$ cat config.mk
export PLATFORM = sky130hd
export DESIGN_NAME = pc_sequencer
export DESIGN_NICKNAME = d
export VERILOG_FILES = /design/src/rtl/pcs_pkg.sv /design/src/rtl/pcs_decode.sv /design/src/rtl/pcs_target.sv /design/src/rtl/pc_sequencer.sv
export SDC_FILE = /design/constraint.sdc
export NUM_CORES = 1
export LEC_CHECK = 0
export BUFFER_PORTS_ARGS = -buffer_cell sky130_fd_sc_hd__clkbuf_2
export CAP_MARGIN = 20
export CORE_MARGIN = 1.5
export CORE_UTILIZATION = 40
export CTS_CLUSTER_SIZE = 40
export DETAILED_ROUTE_END_ITERATION = 6
export GPL_ROUTABILITY_DRIVEN = 1
export PLACE_DENSITY_LB_ADDON = 0.3
export SLEW_MARGIN = 40
export SYNTH_ARGS = -nofsm -noshare
export SYNTH_HDL_FRONTEND = slang
export SYNTH_HIERARCHICAL = 1
export SYNTH_SLANG_ARGS = --single-unit
$ cat constraint.sdc
create_clock -name clk -period 1.85 [get_ports clk]
set_input_delay 0.37 -clock clk [delete_from_list [all_inputs] [get_ports clk]]
set_output_delay 0.37 -clock clk [all_outputs]
set_load 0.02 [all_outputs]
$ cat src/rtl/pcs_pkg.sv
package pcs_pkg;
  localparam logic [5:0] OPC_SPECIAL = 6'h00;
  localparam logic [5:0] OPC_JUMP    = 6'h02;
  localparam logic [5:0] OPC_CALL    = 6'h03;
  localparam logic [5:0] OPC_BR_EQ   = 6'h04;
  localparam logic [5:0] OPC_BR_NE   = 6'h05;
  localparam logic [5:0] FN_JREG     = 6'h08;

  typedef enum logic [1:0] {
    FLOW_SEQ  = 2'd0,
    FLOW_BR   = 2'd1,
    FLOW_JABS = 2'd2,
    FLOW_JREG = 2'd3
  } flow_e;

  typedef struct packed {
    flow_e flow;
    logic  br_on_ne;
    logic  link;
  } pcs_dec_t;
endpackage

$ cat src/rtl/pcs_decode.sv
module pcs_decode
  import pcs_pkg::*;
(
  input  logic [31:0] instr,
  output pcs_dec_t    dec
);
  logic [5:0] opc;
  logic [5:0] fn;

  assign opc = instr[31:26];
  assign fn  = instr[5:0];

  always_comb begin
    dec.flow     = FLOW_SEQ;
    dec.br_on_ne = 1'b0;
    dec.link     = 1'b0;
    unique case (opc)
      OPC_BR_EQ: dec.flow = FLOW_BR;
      OPC_BR_NE: begin
        dec.flow     = FLOW_BR;
        dec.br_on_ne = 1'b1;
      end
      OPC_JUMP:  dec.flow = FLOW_JABS;
      OPC_CALL: begin
        dec.flow = FLOW_JABS;
        dec.link = 1'b1;
      end
      OPC_SPECIAL: begin
        if (fn == FN_JREG) dec.flow = FLOW_JREG;
      end
      default: dec.flow = FLOW_SEQ;
    endcase
  end
endmodule

$ cat src/rtl/pcs_target.sv
module pcs_target
  import pcs_pkg::*;
#(
  parameter int XLEN     = 32,
  parameter int IMM_W    = 16,
  parameter int JIDX_W   = 26,
  parameter int ALIGN_SH = 2
) (
  input  logic [XLEN-1:0] pc_cur,
  input  logic [31:0]     instr,
  input  logic [XLEN-1:0] rs_val,
  input  logic [XLEN-1:0] rt_val,
  input  pcs_dec_t        dec,
  output logic [XLEN-1:0] pc_seq,
  output logic [XLEN-1:0] pc_tgt,
  output logic            tgt_unaligned
);
  localparam int REGION_W = XLEN - JIDX_W - ALIGN_SH;
  localparam int SEXT_W   = XLEN - IMM_W - ALIGN_SH;
  localparam logic [XLEN-1:0] STEP_BYTES = XLEN'(1 << ALIGN_SH);

  logic [XLEN-1:0] br_disp;
  logic [XLEN-1:0] br_tgt;
  logic [XLEN-1:0] abs_tgt;
  logic            ops_equal;
  logic            br_taken;

  assign pc_seq    = pc_cur + STEP_BYTES;
  assign br_disp   = {{SEXT_W{instr[IMM_W-1]}}, instr[IMM_W-1:0], {ALIGN_SH{1'b0}}};
  assign br_tgt    = pc_seq + br_disp;
  assign abs_tgt   = {pc_seq[XLEN-1 -: REGION_W], instr[JIDX_W-1:0], {ALIGN_SH{1'b0}}};
  assign ops_equal = (rs_val == rt_val);
  assign br_taken  = dec.br_on_ne ? !ops_equal : ops_equal;

  always_comb begin
    tgt_unaligned = 1'b0;
    unique case (dec.flow)
      FLOW_BR:   pc_tgt = br_taken ? br_tgt : pc_seq;
      FLOW_JABS: pc_tgt = abs_tgt;
      FLOW_JREG: begin
        pc_tgt        = rs_val;
        tgt_unaligned = |rs_val[ALIGN_SH-1:0];
      end
      default:   pc_tgt = pc_seq;
    endcase
  end
endmodule

$ cat src/rtl/pc_sequencer.sv
module pc_sequencer
  import pcs_pkg::*;
#(
  parameter int          XLEN       = 32,
  parameter logic [31:0] START_ADDR = 32'h0000_0000,
  parameter int          LINK_REG   = 31,
  parameter int          RIDX_W     = 5,
  parameter int          RST_STAGES = 2
) (
  input  logic              clk,
  input  logic              rst_n,
  input  logic              step,
  input  logic [31:0]       instr,
  input  logic [XLEN-1:0]   rs_val,
  input  logic [XLEN-1:0]   rt_val,
  output logic [XLEN-1:0]   pc_q,
  output logic              link_we,
  output logic [RIDX_W-1:0] link_idx,
  output logic [XLEN-1:0]   link_val,
  output logic              jr_misalign
);
  logic [RST_STAGES-1:0] rst_pipe;
  logic                  rst_int_n;
  pcs_dec_t              dec;
  logic [XLEN-1:0]       pc_seq;
  logic [XLEN-1:0]       pc_tgt;
  logic                  tgt_unaligned;
  logic [XLEN-1:0]       pc_d;
  logic                  mis_d;

  // Reset asserts at once and releases after RST_STAGES edges.
  always_ff @(posedge clk or negedge rst_n) begin
    if (!rst_n) rst_pipe <= '0;
    else        rst_pipe <= {rst_pipe[RST_STAGES-2:0], 1'b1};
  end
  assign rst_int_n = rst_pipe[RST_STAGES-1];

  pcs_decode u_decode (
    .instr (instr),
    .dec   (dec)
  );

  pcs_target #(.XLEN(XLEN)) u_target (
    .pc_cur        (pc_q),
    .instr         (instr),
    .rs_val        (rs_val),
    .rt_val        (rt_val),
    .dec           (dec),
    .pc_seq        (pc_seq),
    .pc_tgt        (pc_tgt),
    .tgt_unaligned (tgt_unaligned)
  );

  // Next-state selection, enabled by step.
  always_comb begin
    pc_d  = pc_q;
    mis_d = jr_misalign;
    if (step) begin
      pc_d  = pc_tgt;
      mis_d = tgt_unaligned;
    end
  end

  always_ff @(posedge clk or negedge rst_int_n) begin
    if (!rst_int_n) begin
      pc_q        <= START_ADDR;
      jr_misalign <= 1'b0;
    end else begin
      pc_q        <= pc_d;
      jr_misalign <= mis_d;
    end
  end

  assign link_we  = step && dec.link;
  assign link_idx = RIDX_W'(LINK_REG);
  assign link_val = pc_seq;
endmodule

==> results.py <==
metrics = {
    "outcome": {
        "status": "finished, violations left",
        "failed_checks": "setup timing",
    },
    "power": {
        "power_leakage_nw": 4.89,
        "power.density_mw_per_mm2": 1540,
        "finalPower_mw": 16.1,
        "irDropWorstVdd_mv": 1.32,
    },
    "routing": {
        "ant_nets": 0,
        "vias": 7747,
        "via_per_inst": 6.30,
        "wire_per_inst_um": 24.9,
        "drc": 0,
        "drtIter0Drc": 836,
        "wl_um": 30600,
        "first_pass_iters": 5,
    },
    "setup_path": {
        "worstSetupEndpointType": "flop",
        "path_class": "reg -> reg",
        "crit_start": "pc_q[4]",
        "cp_max_fo": 5,
        "rr_endpoint": "pc_q[15]",
        "cp-start-kind": "flop",
        "worstRegToRegCells": 16,
        "worst-endpoint-arrival_ns": 3.82,
        "cp_data_required_time_ns": 2.02,
        "rrSetupSlack_ns": -1.79,
        "reg2reg_from": "pc_q[4]",
        "crit_path_end": "pc_q[15]",
    },
    "clock_network": {
        "cts_buffers": 5,
        "cts_tree": "yes",
        "root_buffer": "clkbuf_16",
        "htree_levels": 2,
        "cts_buffer_depth": 2,
        "path_clk_slew_ns": 0.07,
        "cts_sinks": 35,
        "clk_latency_ns": 0.29,
    },
    "layout": {
        "drive_above_1_share_pct": 66.1,
        "final_cell_mix": "buf_4, clkbuf_2, buf_6",
        "layout_commonest_cell": "buf_4",
        "final_net_count": 1190,
        "synthToLayoutAreaGrowth_pct": 101,
    },
    "die": {
        "io_pins": 170,
        "die-area_mm2": 0.0136,
        "core-area_mm2": 0.0126,
        "rows": 41,
        "die_h_um": 117,
        "die_w_um": 117,
        "initial_core_util_pct": 41.1,
    },
    "sta": {
        "finalSetupViolations": 61,
        "min_period_ns": 3.64,
        "slew_violations": 0,
        "finalWorstSetupSlack_ns": -1.79,
        "hold_ws_ns": 0.305,
        "post-route-period-util_pct": 197,
        "finClkSkew_ns": 0.00371,
        "relSlewSlack_pct": 64.2,
        "hold_viol": 0,
        "max_freq_ghz": 0.275,
        "rsz0062_at_grt": "true",
        "tightest_slew_ns": 0.535,
    },
    "grt": {
        "grt-ovfl-total": 0,
        "grt_max_degree": 34,
        "grt_use_total_pct": 34.8,
        "grt_pass1_vias": 6984,
        "grt_pass1_wl_um": 36200,
        "antenna_found_initial": 1,
    },
    "synthesis": {
        "yosys.area_share.simple_pct": 20.2,
        "synth_fa_ha_area_share_pct": 8.59,
        "synth-edff-count": 0,
        "async_reset_ff_share_pct": 100,
        "yosysWarnings": 6,
        "synth-compound-area-share_pct": 22.4,
        "ys_seq_elements": 35,
        "ys_types": 76,
        "synth_ff_type": "dfrtp_1",
        "synthesis.area_mm2": 0.00518,
        "synth_xor_area_share_pct": 14.4,
        "synthMuxAreaShare_pct": 12.8,
        "seq_area_frac_synth_pct": 16.9,
        "synth.avg_cell_area_um2": 8.36,
        "syn_inst": 620,
        "synth_top_family_by_area": "compound AO/OA/AOI/OAI gates",
    },
    "placed_design": {
        "dp_hpwl_um": 18000,
        "dpl_worst_slack_ns": -1.74,
        "gp_congestion": 0.975,
        "io_buffer_count": 164,
    },
    "run": {
        "cap_violations": 0,
    },
    "min_path": {
        "hold_class": "reg -> async",
    },
}
timing repair:
item / 4_1_cts / 5_1_grt
hold endpoints to repair: 2 / 0
gates resized for setup: 144 / 192
hold buffers: 1 / 0
cloned: 0 / 3
pin swaps: 64 / 104
buffers inserted: 26 / 38
endpoints found under the setup margin: 60 / 62
per-stage QoR:
stage          setup TNS, ns  utilization [%]  cells  cell area, µm²
2_1_floorplan         -38.70                -    625            5630
3_3_place_gp          -46.59             65.0   1164            8200
3_5_place_dp          -49.07             65.0   1164            8200
4_1_cts               -50.82             73.6   1194            9290
5_1_grt               -61.63             82.5   1229           10400
6_report              -57.15             82.5   1230           10400
sequential cells by signal, summed over array words and instances, names as in the netlist:
signal       cells
jr_misalign      1
pc_q            32
rst_pipe         2
cells in the mapped netlist, drive strengths merged (12+ instances only):
| cell | instances | share of area [%] |
|---|---|---|
| o21ai | 34 | 3.3 |
| a21oi | 46 | 4.5 |
| xnor2 | 38 | 6.6 |
| nand4 | 15 | 2.1 |
| nand3 | 16 | 1.5 |
| xor2 | 44 | 7.8 |
| mux2 | 34 | 9.5 |
| ha | 34 | 8.2 |
| nor2 | 30 | 2.4 |
| clkbuf | 13 | 0.94 |
| nor3 | 12 | 1.4 |
| dfrtp | 35 | 17 |
| a21o | 19 | 2.8 |
| mux2i | 17 | 3.3 |
| nor2b | 16 | 1.9 |
| nand2 | 63 | 4.6 |
| buf | 17 | 2.9 |
| inv | 12 | 0.87 |
| a211oi | 12 | 1.8 |
worst max-delay path: stages (launching register included):
cell and delay, ns:
dfrtp_2 0.38, and4_4 0.26, nand4_1 0.23, buf_6 0.22, xnor2_4 0.15, ha_4 0.31, buf_6 0.09, and3_4 0.17
o211ai_1 0.22, buf_4 0.24, a21oi_4 0.18, buf_6 0.15, o21ai_4 0.06, buf_6 0.12, a311o_1 0.30, o311a_1 0.14
mux2_4 0.27
layer usage:
metal	wire length, µm	share of wire [%]	global-route usage (%)	vias to the layer above
li1	-	-	-	3163
met1	10500	34	41.4	3684
met2	14400	47	60.9	659
met3	2930	9.6	5.97	241
met4	2720	8.9	17.4	0
met5	0	0	0	-
cells by family (layout without fill, tap and decap cells):
family / after synthesis / count (layout)
AO/OA/AOI/OAI: 175 / 175
XOR/XNOR: 82 / 82
adder cells (fa/ha/maj): 35 / 35
flip-flops: 35 / 35
other: 1 / 7
buffers and inverters: 43 / 475
multiplexers: 51 / 51
AND/OR/NAND/NOR: 198 / 198
worst min path at each step:
stage                      from           to  slack (ns)  depth (start not counted)
floorplan                 rst_n  rst_pipe[0]        0.07                          0
global placement          rst_n  rst_pipe[1]        0.16                          1
detailed placement        rst_n  rst_pipe[1]        0.16                          1
CTS                 rst_pipe[1]      pc_q[1]        0.32                          1
global route        rst_pipe[1]      pc_q[1]        0.35                          1
finish              rst_pipe[1]      pc_q[1]        0.30                          1
area by class of cell:
type | count | area, µm²
multi-input combinational | 547 | 5530
timing repair buffer | 454 | 3520
fill | 687 | 2200
sequential | 35 | 893
tap | 172 | 215
clock buffer | 5 | 125
clock inverter | 3 | 67.6
inverter | 13 | 63.8
antenna | 1 | 2.50
report_power, final:
group | switching [mW] | internal (mW) | leakage [nW]
combinational | 6.83 | 6.72 | 4.39
clock | 0.395 | 0.774 | 0.0900
sequential | 0.274 | 1.08 | 0.411
total | 7.50 | 8.58 | 4.89
No activity file was read; power rests on OpenSTA's default activity.
